### config.mk
export PLATFORM = sky130hd
export DESIGN_NAME = contx_regif
export DESIGN_NICKNAME = d
export VERILOG_FILES = /design/src/rtl/contx_pkg.sv /design/src/rtl/contx_conv.sv /design/src/rtl/contx_hold.sv /design/src/rtl/contx_cmpl.sv /design/src/rtl/contx_regif.sv
export SDC_FILE = /design/constraint.sdc
export NUM_CORES = 1
export LEC_CHECK = 0
export ABC_AREA = 1
export ABC_CLOCK_PERIOD_IN_PS = 2800
export BUFFER_PORTS_ARGS = -buffer_cell sky130_fd_sc_hd__buf_2
export CORE_ASPECT_RATIO = 2
export CORE_MARGIN = 2
export CORE_UTILIZATION = 31
export CTS_CLUSTER_SIZE = 20
export DETAILED_ROUTE_END_ITERATION = 8
export GPL_TIMING_DRIVEN = 0
export PLACE_DENSITY_LB_ADDON = 0.25
export SYNTH_ARGS = -nofsm -noshare
export SYNTH_HDL_FRONTEND = slang
export SYNTH_SLANG_ARGS = --single-unit
export TNS_END_PERCENT = 10
### constraint.sdc
create_clock -name clk_i -period 2.8 [get_ports clk_i]
set_input_delay 0.42 -clock clk_i [delete_from_list [all_inputs] [get_ports clk_i]]
set_output_delay 0.42 -clock clk_i [all_outputs]
set_load 0.03 [all_outputs]
### src/rtl/contx_pkg.sv
package contx_pkg;

   localparam int CHAR_W   = 8;
   localparam int RDY_POS  = 7;
   localparam int IE_POS   = 6;

   typedef enum logic [1:0] {
      MODE_RAW   = 2'd0,
      MODE_STRIP = 2'd1,
      MODE_PAR   = 2'd2,
      MODE_SPARE = 2'd3
   } txmode_e;

endpackage

### src/rtl/contx_conv.sv
module contx_conv
   import contx_pkg::*;
#(
   parameter bit PAR_ODD = 1'b0
) (
   input  logic [CHAR_W-1:0] raw_i,
   input  logic [1:0]        mode_i,
   output logic [CHAR_W-1:0] char_o
);

   localparam int LOW_W = CHAR_W - 1;

   logic par_bit;
   txmode_e mode;

   assign mode = txmode_e'(mode_i);

   generate
      if (PAR_ODD) begin : g_odd
         assign par_bit = ~(^raw_i[LOW_W-1:0]);
      end else begin : g_even
         assign par_bit = ^raw_i[LOW_W-1:0];
      end
   endgenerate

   always_comb begin
      unique case (mode)
         MODE_STRIP: char_o = {1'b0, raw_i[LOW_W-1:0]};
         MODE_PAR:   char_o = {par_bit, raw_i[LOW_W-1:0]};
         default:    char_o = raw_i;
      endcase
   end

endmodule

### src/rtl/contx_hold.sv
module contx_hold #(
   parameter int W = 8
) (
   input  logic         clk_i,
   input  logic         rst_ni,
   input  logic         load_i,
   input  logic [W-1:0] load_data_i,
   input  logic         ready_i,
   output logic         valid_o,
   output logic [W-1:0] data_o,
   output logic         accept_o
);

   logic         valid_q;
   logic [W-1:0] buf_q;

   always_ff @(posedge clk_i) begin
      if (!rst_ni) begin
         valid_q <= 1'b0;
         buf_q   <= '0;
      end else if (load_i) begin
         valid_q <= 1'b1;
         buf_q   <= load_data_i;
      end else if (valid_q && ready_i) begin
         valid_q <= 1'b0;
      end
   end

   assign valid_o  = valid_q;
   assign data_o   = buf_q;
   assign accept_o = valid_q && ready_i;

endmodule

### src/rtl/contx_cmpl.sv
module contx_cmpl #(
   parameter int DLY_W = 8
) (
   input  logic             clk_i,
   input  logic             rst_ni,
   input  logic             accept_i,
   input  logic             cancel_i,
   input  logic [DLY_W-1:0] delay_i,
   output logic             fire_o
);

   localparam logic [DLY_W-1:0] ONE = DLY_W'(1);

   logic             busy_q;
   logic [DLY_W-1:0] cnt_q;
   logic             zero_dly;

   assign zero_dly = (delay_i == '0);
   assign fire_o   = !cancel_i &&
                     ((accept_i && zero_dly) || (busy_q && cnt_q == ONE));

   always_ff @(posedge clk_i) begin
      if (!rst_ni) begin
         busy_q <= 1'b0;
         cnt_q  <= '0;
      end else if (cancel_i) begin
         busy_q <= 1'b0;
         cnt_q  <= '0;
      end else if (accept_i) begin
         busy_q <= !zero_dly;
         cnt_q  <= delay_i;
      end else if (busy_q) begin
         cnt_q <= cnt_q - ONE;
         if (cnt_q == ONE) busy_q <= 1'b0;
      end
   end

endmodule

### src/rtl/contx_regif.sv
module contx_regif
   import contx_pkg::*;
#(
   parameter int REG_W   = 16,
   parameter int DLY_W   = 8,
   parameter bit PAR_ODD = 1'b0
) (
   input  logic             clk_i,
   input  logic             rst_ni,
   input  logic             reg_wr_i,
   input  logic             reg_sel_i,
   input  logic [REG_W-1:0] reg_wdata_i,
   output logic [REG_W-1:0] reg_rdata_o,
   input  logic [1:0]       mode_i,
   input  logic [DLY_W-1:0] delay_i,
   output logic             snk_valid_o,
   output logic [7:0]       snk_data_o,
   input  logic             snk_ready_i,
   output logic             irq_o
);

   generate
      if (REG_W < CHAR_W) begin : g_bad_regw
         $error("contx_regif: REG_W must hold a full character");
      end
      if (DLY_W < 1) begin : g_bad_dlyw
         $error("contx_regif: DLY_W must be at least 1");
      end
   endgenerate

   logic stat_wr, char_wr;
   logic rdy_q, ie_q, irq_q;
   logic ie_nxt;
   logic accept, fire;
   logic [CHAR_W-1:0] hold_q;
   logic unused_wdata_hi;

   assign stat_wr = reg_wr_i && !reg_sel_i;
   assign char_wr = reg_wr_i &&  reg_sel_i;
   assign ie_nxt  = stat_wr ? reg_wdata_i[IE_POS] : ie_q;
   assign unused_wdata_hi = ^reg_wdata_i[REG_W-1:CHAR_W];

   contx_hold #(.W(CHAR_W)) i_hold (
      .clk_i       (clk_i),
      .rst_ni      (rst_ni),
      .load_i      (char_wr),
      .load_data_i (reg_wdata_i[CHAR_W-1:0]),
      .ready_i     (snk_ready_i),
      .valid_o     (snk_valid_o),
      .data_o      (hold_q),
      .accept_o    (accept)
   );

   contx_cmpl #(.DLY_W(DLY_W)) i_cmpl (
      .clk_i    (clk_i),
      .rst_ni   (rst_ni),
      .accept_i (accept),
      .cancel_i (char_wr),
      .delay_i  (delay_i),
      .fire_o   (fire)
   );

   contx_conv #(.PAR_ODD(PAR_ODD)) i_conv (
      .raw_i  (hold_q),
      .mode_i (mode_i),
      .char_o (snk_data_o)
   );

   always_ff @(posedge clk_i) begin
      if (!rst_ni) begin
         rdy_q <= 1'b1;
         ie_q  <= 1'b0;
         irq_q <= 1'b0;
      end else begin
         ie_q <= ie_nxt;
         if (char_wr) begin
            rdy_q <= 1'b0;
            irq_q <= 1'b0;
         end else begin
            if (fire) rdy_q <= 1'b1;
            if (stat_wr && !reg_wdata_i[IE_POS]) begin
               irq_q <= 1'b0;
            end else if (stat_wr && !ie_q && rdy_q) begin
               irq_q <= 1'b1;
            end else if (fire && ie_nxt) begin
               irq_q <= 1'b1;
            end
         end
      end
   end

   always_comb begin
      reg_rdata_o = '0;
      if (!reg_sel_i) begin
         reg_rdata_o[RDY_POS] = rdy_q;
         reg_rdata_o[IE_POS]  = ie_q;
      end
   end

   assign irq_o = irq_q;

endmodule

Word level (Yosys, flattened, before mapping) --
Index checks and enable logic that the tools add are counted.
Storage, ports and cells: memory bits (writable) 0, memories 0, bits in read-only memories 0, bits in registers 21, bits in latches 0, logic and storage cells 50, input bits 31
Cells by class: bitwise operators 1, shifts and indexed selects 0, equal/unequal tests 3, add/sub/neg operators 1, muxes and demuxes 14, divide/modulo/power cells 0, reductions and logical operators 24, multipliers 0, magnitude comparators 0
Operator list (number):
- two-way mux 8 bit | 2
- one-hot mux 8 bit (2 select lines) | 1
- logical AND 1 bit | 10
- two-way mux 1 bit | 10
- == test 8 x 1 -> 1 bit (second input constant) | 1
- logical NOT 8 bit | 1
- nonzero test 2 bit | 4
- subtractor 8 x 1 -> 8 bit (second input constant) | 1
- XOR reduction 7 bit | 1
- logical NOT 1 bit | 5
- OR reduction 3 bit | 1
- == test 2 x 1 -> 1 bit (second input constant) | 1
- == test 2 bit (second input constant) | 1
- two-way mux 2 bit | 1
- OR reduction 2 bit | 1
- logical OR 1 bit | 1
- inverter 1 bit | 1

Depth between registers and ports, before layout --
word-level depth 7, mapped depth 9, depth with buffers taken out 9

Hierarchy --
From an unflattened synthesis, not the netlist that was laid out.
Unflattened totals: cell total of the unflattened synthesis 217, area, all modules 1422.6 um^2
By module, submodules not included:
- contx_cmpl | area an instance 629.4 um^2, cells each 92, times used 1
- contx_hold | area an instance 311.5 um^2, cells each 40, times used 1
- contx_regif | area an instance 251.5 um^2, cells each 37, times used 1
- contx_conv | area an instance 230.2 um^2, cells each 48, times used 1

Worst setup path before layout --
No wires, ideal clock.
path type in2out, start point input port mode_i[0], end point output port snk_data_o[7], arrival 1119 ps, stages 5, path buffers 0, setup slack 1261 ps, cells stage by stage inv_1 -> ha_1 -> nor2_1 -> nand3_1 -> nand2_1
On the way: longest elaborated chain between the ends 2, elaborated cells between the ends (all ways) 3, those cells by class 2 x eq/ne; 1 x mux
Ends and longest elaborated chain:
- start: declaration | RTL line contx_regif.sv:14 | input logic [1:0] mode_i,
- == test 2 bit / == test 2 x 1 -> 1 bit (equally long branches) | RTL line contx_conv.sv:27 | unique case (mode)
- one-hot mux 8 bit (2 select lines) (*) | RTL line contx_conv.sv:27
- end: declaration | RTL line contx_regif.sv:17 | output logic [7:0] snk_data_o,
Mark *: on every way between the ends. The rest lies on a longest branch, timed or not.

Worst setup path in the final report --
start point register i_hold.buf_q[3], in the netlist i_hold.data_o[3], end point output port snk_data_o[7]
On the way: longest elaborated chain between the ends 2
Ends and longest elaborated chain:
- start: declaration | RTL line contx_hold.sv:15 | logic [W-1:0] buf_q;
- start signal: assignment | RTL line contx_hold.sv:23 | buf_q <= load_data_i;
- XOR reduction 7 bit | RTL line contx_conv.sv:22 | assign par_bit = ^raw_i[LOW_W-1:0];
- one-hot mux 8 bit (2 select lines) | RTL line contx_conv.sv:27
Every way passes these cells.

==> summary.txt <==
top cell type's share of synthesized area -> 30.38%
die footprint -> 5047 um2
Placement Setup Slack -> 1.127 ns
Post-Syn Area per Cell -> 6.590 um2
initial cell density of the core -> 31.89%
Most used DFF post-synth -> sky130_fd_sc_hd__dfxtp_1
post-layout min period -> 1.740 ns
ratio of cells with drive above 1 in the final layout -> 30.00%
number of buffers on the longest clock path -> 2
vias per cell -> 4.389
First DRT Iteration DRCs -> 28
synthesized netlist cell count -> 210
total length of routed wires -> 3.026 mm
die width -> 51.25 um
most frequent cell after synthesis -> sky130_fd_sc_hd__nand2_1
proportion of synthesized chip area in sequential cells -> 30.38%
number of antenna violations at the first check in global routing -> 0
CTS Hold Buffers Added -> 0
cell taking the most area after synthesis -> sky130_fd_sc_hd__dfxtp_1
worst skew pair latency -> 0.26 ns
power density cells -> 431.1 nW/um2
total placed instance area -> 1665 um2
Cell Area, Synth -> 1384 um2
TritonCTS buffer count -> 3
Yosys warning total -> 0
final core utilization -> 39.42%
Max Cap Viol -> 0
Peak supply drop -> 0.2465 mV
number of distinct library cells after synthesis -> 27
reported leakage power -> 0.9218 nW
post-detailed-route count of antenna-violating nets -> 0
most frequent cells after synthesis -> 35 x sky130_fd_sc_hd__nand2_1, 32 x sky130_fd_sc_hd__nor2_1, 27 x sky130_fd_sc_hd__inv_1, 21 x sky130_fd_sc_hd__buf_4, 21 x sky130_fd_sc_hd__dfxtp_1
Fin Setup TNS -> 0 ns
worst min path class -> in -> reg
Bufs and invs on worst path -> 1
area of all placed cells without fillers -> 1710 um2
Peak Freq -> 574.6 MHz
TritonCTS clock tree -> built
number of nets in the layout -> 295
count of instances resized after the clock tree is built -> 0
die extent in y -> 98.49 um
top fanout value on the critical path -> 5
crit path cell chain -> nor2_1 > nor2_1 > nand2_1 > nand3_1 > nand3_1 > nand2_1 > buf_2
routability congestion estimate -> 0.9268
total number of H-tree levels -> 1
placement row count -> 34
CP delay by family, top -> simple AND/OR/NAND/NOR gates
DRC -> 0
share of the clock period used by the worst path -> 62.16%
root buffer cell -> sky130_fd_sc_hd__clkbuf_8
kind of capture point of the worst setup path -> output port
count of boundary I/O pins -> 57
Worst Path Required -> 2.38 ns
GR Overflow Total -> 0
cell with the biggest individual delay on the critical path -> sky130_fd_sc_hd__dfxtp_1
final hold viol count -> 0
setup repair after global routing missed its margin -> false
Sink Count -> 21
detailed-route via count -> 1378
status -> finished, final reports clean
pin count of the biggest net entering global routing -> 12
type of the worst setup path -> reg -> out
Port Buffers -> 33
setup repair bufs after CTS -> 0
number of pins exceeding their max-slew limit in the final report -> 0
n_diodes -> 0
main area contributors after synthesis -> sky130_fd_sc_hd__dfxtp_1 30%, sky130_fd_sc_hd__buf_4 11%, sky130_fd_sc_hd__nand2_1 9.5%
Clock Skews -> 0.0005781 ns
Post-synth EDFFs -> 0
iteration count of the initial detailed-routing pass -> 4
GRT Overall Usage -> 13.08%
layout-stage area growth over the synthesis result -> 23.60%
crit path setup slack, layout -> 1.060 ns
vias in the first global route -> 1194
wire length of the first global-routing pass -> 5.112 mm
delay of the slowest critical-path stage -> 0.41 ns
DP Wirelength -> 2.540 mm
total setup violations reported at the end of the flow -> 0
detailed-route wire length per cell -> 9.637 um
Critical Path Source Type -> flip-flop
Core Area -> 4339 um2
critical path arrival -> 1.32 ns
synthesized flop and latch total -> 21
ys async rst share -> 0%
clock transition at the registers of the reported paths -> 0.07 ns
final timing paths:
path,from,to,slack (ns),depth (start not counted)
hold / removal,reg_wdata_i[3],i_hold.data_o[3],0.41,3
setup / recovery,i_hold.data_o[3],snk_data_o[7],1.06,7
hold reg to reg,i_hold.data_o[4],i_hold.data_o[4],0.48,2
setup reg to reg,i_cmpl.cnt_q[0],i_cmpl.cnt_q[6],1.60,6
worst register-to-register path: stages (launching register included):
cell,delay [ns]
sky130_fd_sc_hd__dfxtp_1,0.34
sky130_fd_sc_hd__inv_1,0.13
sky130_fd_sc_hd__ha_1,0.23
sky130_fd_sc_hd__inv_1,0.11
sky130_fd_sc_hd__o21ai_1,0.14
sky130_fd_sc_hd__nand3_1,0.08
sky130_fd_sc_hd__a21oi_1,0.12
power by group:
group | internal (W) | switching [W] | leakage (nW) | total (W)
Clock | 0.000101 | 0.0000944 | 0.0228 | 0.000196
Sequential | 0.000315 | 0.0000148 | 0.172 | 0.000330
Combinational | 0.0000811 | 0.000131 | 0.727 | 0.000212
cell usage in the layout, fill, tap and decap left out:
master / instances
sky130_fd_sc_hd__nor2_4: 2
sky130_fd_sc_hd__nand2_2: 5
sky130_fd_sc_hd__o21ai_0: 15
sky130_fd_sc_hd__inv_1: 27
sky130_fd_sc_hd__a21oi_1: 9
sky130_fd_sc_hd__nand4_1: 1
sky130_fd_sc_hd__xor2_1: 3
sky130_fd_sc_hd__nor2_1: 32
sky130_fd_sc_hd__buf_2: 35
sky130_fd_sc_hd__buf_4: 21
sky130_fd_sc_hd__o21ai_1: 3
sky130_fd_sc_hd__clkbuf_8: 3
sky130_fd_sc_hd__nand3_1: 9
sky130_fd_sc_hd__a21oi_2: 2
sky130_fd_sc_hd__nand2_4: 1
sky130_fd_sc_hd__nor3_1: 1
sky130_fd_sc_hd__o211ai_1: 1
sky130_fd_sc_hd__nor2_2: 2
sky130_fd_sc_hd__ha_1: 3
sky130_fd_sc_hd__nand3_2: 1
sky130_fd_sc_hd__conb_1: 14
sky130_fd_sc_hd__o22ai_1: 2
sky130_fd_sc_hd__dfxtp_1: 21
sky130_fd_sc_hd__or2_0: 1
sky130_fd_sc_hd__inv_2: 6
sky130_fd_sc_hd__xnor2_1: 2
sky130_fd_sc_hd__a31oi_1: 2
sky130_fd_sc_hd__clkbuf_1: 1
sky130_fd_sc_hd__nand2_1: 35
sequential cells by signal, indices dropped and copies added, names as in the netlist:
register        flops
i_cmpl.busy_q       1
i_hold.valid_o      1
irq_o               1
ie_q                1
rdy_q               1
i_hold.data_o       8
i_cmpl.cnt_q        8
stage by stage:
step / hold slack (ns) / std cells / power, W
2_1_floorplan: 0.4549 / 223 / 0.0004995
3_3_place_gp: 0.4646 / 310 / 0.0005481
3_5_place_dp: 0.4735 / 310 / 0.0005493
4_1_cts: 0.4112 / 314 / 0.0007468
5_1_grt: 0.4316 / 314 / 0.0007886
6_report: 0.4130 / 314 / 0.0007373
layer usage:
metal,vias to the layer above,GRT usage [%],share of wire (%)
li1,719,-,-
met1,597,13.14,36
met2,48,24.88,55
met3,14,1.364,5.4
met4,0,7.085,4.1
met5,-,0,0
logic make-up after synthesis:
kind of cell,count (synthesis),synth area share [%]
AO/OA/AOI/OAI,34,13.38
buffers and inverters,56,21.07
other,1,0.2710
AND/OR/NAND/NOR,90,29.02
flip-flops,21,30.38
adder cells (fa/ha/maj),3,2.713
XOR/XNOR,5,3.165
final cells by class:
cell class | instances | area (um2)
Inverter | 33 | 123.9
Clock buffer | 4 | 45.04
Timing Repair Buffer | 33 | 165.2
Tap cell | 54 | 67.56
Buffer | 23 | 167.7
Sequential cell | 21 | 420.4
Fill cell | 520 | 2629
Multi-Input combinational cell | 146 | 720.7
Note: power is estimated with default switching activity, not from simulation.
